===== config.mk =====
export PLATFORM = sky130hd
export DESIGN_NAME = pgmem_ctrl
export DESIGN_NICKNAME = d
export VERILOG_FILES = /design/src/rtl/pgmem_pkg.sv /design/src/rtl/pgmem_cfg.sv /design/src/rtl/pgmem_seq.sv /design/src/rtl/pgmem_ctrl.sv
export SDC_FILE = /design/constraint.sdc
export NUM_CORES = 1
export LEC_CHECK = 0
export BUFFER_PORTS_ARGS = -buffer_cell sky130_fd_sc_hd__buf_2
export CAP_MARGIN = 20
export CORE_MARGIN = 10
export CORE_UTILIZATION = 50
export CTS_CLUSTER_DIAMETER = 100
export DETAILED_ROUTE_END_ITERATION = 8
export MAX_ROUTING_LAYER = met4
export PLACE_DENSITY = 0.8
export SKIP_LAST_GASP = 1
export SLEW_MARGIN = 20
export SYNTH_ARGS = -nofsm -noshare
export SYNTH_HDL_FRONTEND = slang
export SYNTH_SLANG_ARGS = --single-unit

===== constraint.sdc =====
create_clock -name clk -period 5.69 [get_ports clk]
set_input_delay 0.569 -clock clk [delete_from_list [all_inputs] [get_ports clk]]
set_output_delay 0.569 -clock clk [all_outputs]
set_load 0.005 [all_outputs]

===== src/rtl/pgmem_pkg.sv =====
package pgmem_pkg;
  localparam int RDF_W = 4;
  localparam int RDN_W = 4;
  localparam int RRR_W = 3;
  localparam int CNT_W = $clog2((1 << RDF_W) + 3);

  typedef enum logic [2:0] {
    PH_IDLE, PH_FIRST, PH_NEXT, PH_WRITE, PH_RECOV
  } phase_t;

  typedef struct packed {
    logic [RRR_W-1:0] rrr;
    logic [RDN_W-1:0] rdn;
    logic [RDF_W-1:0] rdf;
    logic             half;
  } tcfg_t;

  // Phase lengths in memory-clock cycles
  function automatic logic [CNT_W-1:0] first_cycles(input logic [RDF_W-1:0] rdf);
    return CNT_W'(rdf) + CNT_W'(2);
  endfunction

  function automatic logic [CNT_W-1:0] next_cycles(input logic [RDN_W-1:0] rdn);
    return CNT_W'(rdn) + CNT_W'(1);
  endfunction

  function automatic logic [CNT_W-1:0] recov_cycles(input logic [RRR_W-1:0] rrr);
    return (CNT_W'(rrr) << 1) + CNT_W'(1);
  endfunction

  // setup + (rdf+1) strobe + hold
  function automatic logic [CNT_W-1:0] write_cycles(input logic [RDF_W-1:0] rdf);
    return CNT_W'(rdf) + CNT_W'(3);
  endfunction
endpackage


===== src/rtl/pgmem_cfg.sv =====
module pgmem_cfg
  import pgmem_pkg::*;
(
  input  logic             clk,
  input  logic             rst_n,
  input  logic             cfg_we,
  input  logic [15:0]      cfg_wdata,
  output logic             half,
  output logic [CNT_W-1:0] first_len,
  output logic [CNT_W-1:0] next_len,
  output logic [CNT_W-1:0] recov_len,
  output logic [CNT_W-1:0] wr_len
);
  tcfg_t cfg_q;
  logic  unused_cfg_bits;

  // field positions of the configuration word
  always_ff @(posedge clk or negedge rst_n) begin
    if (!rst_n) begin
      cfg_q <= '{rrr: '1, rdn: '1, rdf: '1, half: 1'b0};  // slowest timing
    end else if (cfg_we) begin
      cfg_q <= '{rrr: cfg_wdata[14:12], rdn: cfg_wdata[11:8],
                 rdf: cfg_wdata[7:4],   half: cfg_wdata[3]};
    end
  end

  assign unused_cfg_bits = ^{cfg_wdata[15], cfg_wdata[2:0]};
  assign half      = cfg_q.half;
  assign first_len = first_cycles(cfg_q.rdf);
  assign next_len  = next_cycles(cfg_q.rdn);
  assign recov_len = recov_cycles(cfg_q.rrr);
  assign wr_len    = write_cycles(cfg_q.rdf);
endmodule


===== src/rtl/pgmem_seq.sv =====
module pgmem_seq
  import pgmem_pkg::*;
(
  input  logic             clk,
  input  logic             rst_n,
  input  logic             req,
  input  logic             req_we,
  input  logic             req_burst,
  input  logic [CNT_W-1:0] first_len,
  input  logic [CNT_W-1:0] next_len,
  input  logic [CNT_W-1:0] recov_len,
  input  logic [CNT_W-1:0] wr_len,
  output phase_t           phase,
  output logic [1:0]       beat,
  output logic             paged,
  output logic             start_ev,
  output logic             beat_done,
  output logic             wr_done,
  output logic             rec_done,
  output logic             we_win
);
  logic [CNT_W-1:0] cnt;
  logic             last_beat;

  assign start_ev  = (phase == PH_IDLE) && req;
  assign beat_done = (phase == PH_FIRST || phase == PH_NEXT) && (cnt == '0);
  assign wr_done   = (phase == PH_WRITE) && (cnt == '0);
  assign rec_done  = (phase == PH_RECOV) && (cnt == '0);
  assign last_beat = !paged || (beat == 2'b11);
  // strobe excludes the setup cycle (count at top) and the hold cycle (count zero)
  assign we_win    = (phase == PH_WRITE) && (cnt != '0) && (cnt != wr_len - CNT_W'(1));

  always_ff @(posedge clk or negedge rst_n) begin
    if (!rst_n) begin
      phase <= PH_IDLE;
      cnt   <= '0;
      beat  <= '0;
      paged <= 1'b0;
    end else begin
      unique case (phase)
        PH_IDLE: if (start_ev) begin
          beat  <= '0;
          paged <= req_burst && !req_we;
          phase <= req_we ? PH_WRITE : PH_FIRST;
          cnt   <= (req_we ? wr_len : first_len) - CNT_W'(1);
        end
        PH_FIRST, PH_NEXT: if (beat_done) begin
          if (last_beat) begin
            phase <= PH_RECOV;
            cnt   <= recov_len - CNT_W'(1);
          end else begin
            phase <= PH_NEXT;
            beat  <= beat + 2'd1;
            cnt   <= next_len - CNT_W'(1);
          end
        end else cnt <= cnt - CNT_W'(1);
        PH_WRITE: if (wr_done) begin
          phase <= PH_RECOV;
          cnt   <= recov_len - CNT_W'(1);
        end else cnt <= cnt - CNT_W'(1);
        PH_RECOV: if (rec_done) phase <= PH_IDLE;
                  else cnt <= cnt - CNT_W'(1);
        default: phase <= PH_IDLE;
      endcase
    end
  end

  // recovery only leads to more recovery or to idle
  a_r4_recov_exit: assert property (@(posedge clk) disable iff (!rst_n)
    (phase == PH_RECOV) |=> (phase == PH_RECOV || phase == PH_IDLE));
  // a new transaction starts only from idle
  a_r10_start_from_idle: assert property (@(posedge clk) disable iff (!rst_n)
    (phase == PH_FIRST && $past(phase) != PH_FIRST) |-> $past(phase) == PH_IDLE);
endmodule


===== src/rtl/pgmem_ctrl.sv =====
module pgmem_ctrl
  import pgmem_pkg::*;
#(
  parameter int ADDR_W = 26,
  parameter int DATA_W = 32
) (
  input  logic              clk,
  input  logic              rst_n,
  input  logic              cfg_we,
  input  logic [15:0]       cfg_wdata,
  input  logic              req,
  input  logic              req_we,
  input  logic              req_burst,
  input  logic [ADDR_W-1:0] req_addr,
  input  logic [DATA_W-1:0] req_wdata,
  output logic              ack,
  output logic [DATA_W-1:0] rdata,
  output logic              mem_cs_n,
  output logic              mem_oe_n,
  output logic              mem_we_n,
  output logic [ADDR_W-2:0] mem_addr,
  output logic [DATA_W-1:0] mem_dq_o,
  output logic              mem_dq_oe,
  input  logic [DATA_W-1:0] mem_dq_i
);
  localparam int MAW    = ADDR_W - 1;
  localparam int HALF_W = DATA_W / 2;

  logic             half;
  logic [CNT_W-1:0] first_len, next_len, recov_len, wr_len;
  phase_t           phase;
  logic [1:0]       beat;
  logic             paged, start_ev, beat_done, wr_done, rec_done, we_win;
  logic [MAW-1:0]   word_in, word_q;
  logic [DATA_W-1:0] wdata_q;
  logic             half_q;
  logic             unused_addr_bit;

  pgmem_cfg u_cfg (
    .clk, .rst_n, .cfg_we, .cfg_wdata, .half,
    .first_len, .next_len, .recov_len, .wr_len
  );

  pgmem_seq u_seq (
    .clk, .rst_n, .req, .req_we, .req_burst,
    .first_len, .next_len, .recov_len, .wr_len,
    .phase, .beat, .paged, .start_ev, .beat_done, .wr_done, .rec_done, .we_win
  );

  // word address depends on bus width
  assign word_in = half ? req_addr[ADDR_W-1:1] : {1'b0, req_addr[ADDR_W-1:2]};
  assign unused_addr_bit = req_addr[0];

  always_ff @(posedge clk or negedge rst_n) begin
    if (!rst_n) begin
      word_q  <= '0;
      wdata_q <= '0;
      half_q  <= 1'b0;
    end else if (start_ev) begin
      word_q  <= word_in;
      wdata_q <= req_wdata;
      half_q  <= half;
    end
  end

  // one pulse per returned word or finished write
  always_ff @(posedge clk or negedge rst_n) begin
    if (!rst_n) begin
      ack   <= 1'b0;
      rdata <= '0;
    end else begin
      ack <= beat_done || wr_done;
      if (beat_done)
        rdata <= half_q ? {{HALF_W{1'b0}}, mem_dq_i[HALF_W-1:0]} : mem_dq_i;
    end
  end

  // page reads replace the two low word-address bits by the beat number
  assign mem_addr  = {word_q[MAW-1:2], paged ? beat : word_q[1:0]};
  assign mem_cs_n  = !(phase inside {PH_FIRST, PH_NEXT, PH_WRITE});
  assign mem_oe_n  = !(phase inside {PH_FIRST, PH_NEXT});
  assign mem_we_n  = !we_win;
  assign mem_dq_oe = (phase == PH_WRITE);
  assign mem_dq_o  = half_q ? {{HALF_W{1'b0}}, wdata_q[HALF_W-1:0]} : wdata_q;

  a_r7_oe_we_exclusive: assert property (@(posedge clk) disable iff (!rst_n)
    !(!mem_oe_n && !mem_we_n));
  a_r7_drive_in_write: assert property (@(posedge clk) disable iff (!rst_n)
    mem_dq_oe |-> (!mem_cs_n && mem_oe_n));
  a_r9_ack_after_access: assert property (@(posedge clk) disable iff (!rst_n)
    ack |-> $past(!mem_cs_n));
  a_r5_page_upper_fixed: assert property (@(posedge clk) disable iff (!rst_n)
    (phase == PH_NEXT) |-> $stable(mem_addr[MAW-1:2]));
  a_r6_hold_after_strobe: assert property (@(posedge clk) disable iff (!rst_n)
    $rose(mem_we_n) |-> (mem_dq_oe && $stable(mem_addr) && $stable(mem_dq_o)));
endmodule


After elaboration in Yosys (flattened, before gate mapping)
Index checks and enable logic that the tools add are counted.

cells by class
  equal/unequal tests = 12
  $add $sub $neg = 10
  mux-type cells = 22
  reductions and logical operators = 27

operator list
  cell                 count
  $mux 32              2
  $mux 5               6
  $mux 25              1
  $sub 5x1->5 const B  5
  $pmux 5 s4           1
  $mux 3               5
  $pmux 3 s4           1
  $add 4x1->5 const B  2
  $add 4x2->5 const B  2
  $mux 2               5
  $ne 2x2->1 const B   5
  $reduce_and 4->1     2
  $logic_and 1x1->1    7
  $eq 3x2->1 const B   2
  $logic_not 1->1      5
  $logic_not 5->1      1
  $ne 5x5->1           1
  $reduce_bool 5->1    1
  $pmux 2 s2           1
  $reduce_bool 2->1    2
  $reduce_bool 4->1    1
  $eq 3x1->1 const B   1
  $eq 3x3->1 const B   1
  $logic_not 3->1      1
  8 further kinds      10

word-level totals
  bits in registers = 114
  bits of input ports = 112
  output and inout bits = 94
  logic and storage cells = 84

Depth between registers and ports, before layout
  depth after elaboration = 5
  depth in mapped cells = 9
  mapped depth without buffers = 8

Modules after synthesis
From an unflattened synthesis, not the netlist that was laid out.

unflattened totals
  cell total of the unflattened synthesis = 569
  area total of the unflattened synthesis = 6158.4 µm²

modules (own cells, without submodules)
  module      instances  cells each  seq. area each (µm²)  area an instance (µm²)
  pgmem_ctrl  1          347         2277.2                4239.1
  pgmem_seq   1          165         275.3                 1243.7
  pgmem_cfg   1          57          314.1                 675.6

Worst setup path after synthesis
OpenSTA, ideal clock, no wires.

  kind = register to output
  start = register u_cfg.cfg_q[1] in the netlist's numbering
  end = output mem_we_n
  path slack = 3.049 ns
  cell stages (with the launch flop) = 9
  buffers on the path = 1
  arrival = 2.072 ns
  data required time = 5.121 ns
  cells stage by stage = dfstp_2 -> clkbuf_1 -> inv_1 -> ha_1 -> xnor2_1 -> or3_1 -> a21oi_1 -> a31oi_1 -> o211ai_1

on the way
  cells in the longest elaborated chain, start to end = 5

ends and longest elaborated chain
  what                      line              text
  start: declaration        pgmem_cfg.sv:14   tcfg_t cfg_q;
  start signal: assignment  pgmem_cfg.sv:20   cfg_q <= '{rrr: '1, rdn: '1, rdf: '1, half: 1'b0};
  start signal: assignment  pgmem_cfg.sv:22   cfg_q <= '{rrr: cfg_wdata[14:12], rdn: cfg_wdata[11:8],
  $add 4x2->5               pgmem_pkg.sv:33   return CNT_W'(rdf) + CNT_W'(3);
  $sub 5x1->5               pgmem_seq.sv:31   assign we_win = (phase == PH_WRITE) && (cnt != '0) && (cnt != wr_len - CNT_W'(1));
  $ne 5x5->1                pgmem_seq.sv:31
  $logic_and 1x1->1         pgmem_seq.sv:31
  $logic_not 1->1           pgmem_ctrl.sv:82  assign mem_we_n = !we_win;
  end: declaration          pgmem_ctrl.sv:20  output logic mem_we_n,

No other way between the ends.

Worst setup path in the final report
Same ends and word-level chain as after synthesis.

==> impl_metrics.ini <==
[critical_path]
crit_type = reg -> out
cp.required_ns = 5.12
rrSetupSlack_ns = 2.99
r2r_cells = 7
cp_slowest_cell = dfstp_2
startpoint_type = register
cp_max_fo = 10
slowest_delay_ns = 0.63
arrival_ns = 2.63
r2r-end = rdata[20]
rr_startpoint = u_seq.cnt[0]
cp_cell_sequence = inv_1 > ha_1 > xnor2_1 > or3_1 > a21oi_1 > a31oi_1 > o211ai_1 > buf_2
cp-end-kind = primary output

[die]
initial_core_util = 0.510
die_w_um = 128
num_rows = 39
die_y_um = 128
dieArea_um2 = 16300
core_area_um2 = 11400
ios = 206

[global_routing]
use_met1 = 0.236
grt_overflow = 0
grt_antenna_before_repair = 1
grt-busiest-layer = met2
use_met3 = 0.0699
grt_max_degree = 83
grt_pass1_vias = 5141
grt_pass1_wl_um = 25500
grt.total_usage = 0.198
grtUsageMet2 = 0.299

[timing]
finalSetupViolCount = 0
setup_ws_ns = 2.49
rsz0062_at_grt = no
finalCritPeriodShare = 0.562
worstMarginPinSlew_ns = 0.981
fin_crit_ns = 3.20
tns_ns = 0
fin_worst_skew_ns = 0.00809
finalHoldViolations = 0
slew_viol_final = 0
relSlewSlack = 0.346
timing.fmax_ghz = 0.313

[route]
drtIter0Drc = 425
wirelength_um = 15900
remaining_drc_errors = 0
wl_per_cell_um = 16.9
detail-route-antenna-nets = 0
avgViaCountPerCell = 5.30
vias = 4981
drt_pass1_iterations = 5

[finish]
area_growth_syn_to_layout_pct = 24.3
layout-drive-gt1-share = 0.335
layout.nets = 905

[logic_synthesis]
synthArstFlopShare = 1.00
synth_ff_type = dfrtp_1
ys_seq_area_frac = 0.494
syn_area_per_cell_um2 = 9.09
synthTopCellsByArea = dfrtp_1 44%, nand2_1 15%, buf_4 5.0%, dfstp_2 5.0%, mux2i_1 4.5%
synth-edff-count = 0
synth_top_area_cell = dfrtp_1
synthDistinctLibCells = 53
ys_seq_elements = 114
synth_area_um2 = 5800
ys_top_cells_by_count = 225 x nand2_1, 103 x dfrtp_1, 39 x buf_4
yosysWarnings = 0
syn_inst = 638
synth_most_common_cell = nand2_1
synth.top_cell.area_share = 0.445
synthesis.nets = 757

[placed_design]
dp_hpwl_um = 11400
gp_congestion = 0.903
portBuffers = 200
dp_slack_ns = 2.55

[power]
ir_worst_vdd_mv = 0.311
p_per_area_nw_per_um2 = 558
p_leak_nw = 3.80

[clock_network]
path_clk_slew_ns = 0.05
htree_levels = 4
post_cts_buffers = 0
clock_latency_ns = 0.41
cts_resized = 0
clock_path_buffers = 2
cts_tree = yes
clock-sinks = 114
clockRootBuffer = clkbuf_16
numCtsBuffers = 17
ctsHoldBuffers = 0

[job]
maxCapViolations = 0

[min_path]
hold_path_class = in -> async

[outcome]
run_status = completed
[power breakdown]
part	internal [W]	switching [W]	leakage (nW)
Sequential	0.00118	0.000286	1.38
Clock	0.000770	0.000348	0.302
Combinational	0.000649	0.000793	2.11
[final cells by class]
| class | instances | area, um2 |
|---|---|---|
| repair buffers | 205 | 1040 |
| clock inverters | 5 | 125 |
| fillers | 930 | 4160 |
| well taps | 143 | 179 |
| inverters | 9 | 33.8 |
| multi-input cells | 439 | 2460 |
| diodes | 1 | 2.50 |
| clock buffers | 24 | 492 |
| flip-flops and latches | 114 | 2870 |
[cell families (layout without fill, tap and decap cells)]
group	Yosys count	in the layout	synth area share
and+or+nand+nor	305	305	0.234
DFF	114	114	0.494
buffers and inverters	85	243	0.0846
AOI/OAI and AO/OA	72	72	0.0762
muxes	40	40	0.0727
xor gates and xnor gates	14	14	0.0211
adders and majority gates	8	8	0.0168
other	0	1	0
[routing by layer]
| metal | vias to the layer above | routed length, um |
|---|---|---|
| met5 | - | 0 |
| met4 | 0 | 286 |
| met3 | 28 | 1420 |
| met2 | 253 | 7410 |
| met1 | 2346 | 6770 |
| li1 | 2354 | - |
[metrics by stage]
stage / utilization / power [W] / hold WS (ns) / instance area (um2) / instances
after global routing: 0.634 / 0.00431 / 0.183 / 7210 / 940
after detailed placement: 0.577 / 0.00288 / 0.453 / 6560 / 909
final: 0.634 / 0.00402 / 0.142 / 7210 / 940
after global placement: 0.577 / 0.00280 / 0.444 / 6560 / 909
after CTS: 0.631 / 0.00403 / 0.151 / 7180 / 938
after floorplan: - / 0.00243 / 0.273 / 5800 / 638
[sequential cells by signal, indices dropped and copies added, names as in the netlist]
| name | count |
|---|---|
| wdata_q | 32 |
| rdata | 32 |
| u_seq.phase | 3 |
| u_seq.cnt | 5 |
| u_seq.beat | 2 |
| half_q | 1 |
| word_q | 25 |
| u_cfg.cfg_q | 11 |
| ack | 1 |
| u_seq.paged | 1 |
| u_cfg.half | 1 |
[worst max-delay path, delay by kind of cell, from the launching register on]
kind | cells | cell delay, ns
simple gates | 1 | 0.32
fa+ha+maj | 1 | 0.37
buf+inv | 2 | 0.23
flops | 1 | 0.63
compound gates | 3 | 0.51
xor+xnor | 1 | 0.17
[layout by cell type (no fill, tap or decap), drive strengths merged, types with 11 or more instances in the layout]
cell type  count
buf          205
clkbuf        24
dfrtp        103
dfstp         11
mux2          14
mux2i         26
nand2        225
nand3b        19
nor2          13
nor2b         18
o21ai         35
[how the worst max path moves through the flow]
stage	start	endpoint	slack, ns	cells after the start
6_report	u_cfg.cfg_q[1]	mem_we_n	2.49	8
5_1_grt	u_cfg.cfg_q[1]	mem_we_n	2.31	8
4_1_cts	u_seq.cnt[0]	rdata[20]	2.41	6
3_5_place_dp	u_seq.cnt[0]	rdata[20]	2.55	6
3_3_place_gp	u_seq.cnt[0]	rdata[5]	2.66	6
2_1_floorplan	u_cfg.cfg_q[1]	mem_we_n	3.05	8
Note: power is estimated with default switching activity, not from simulation.
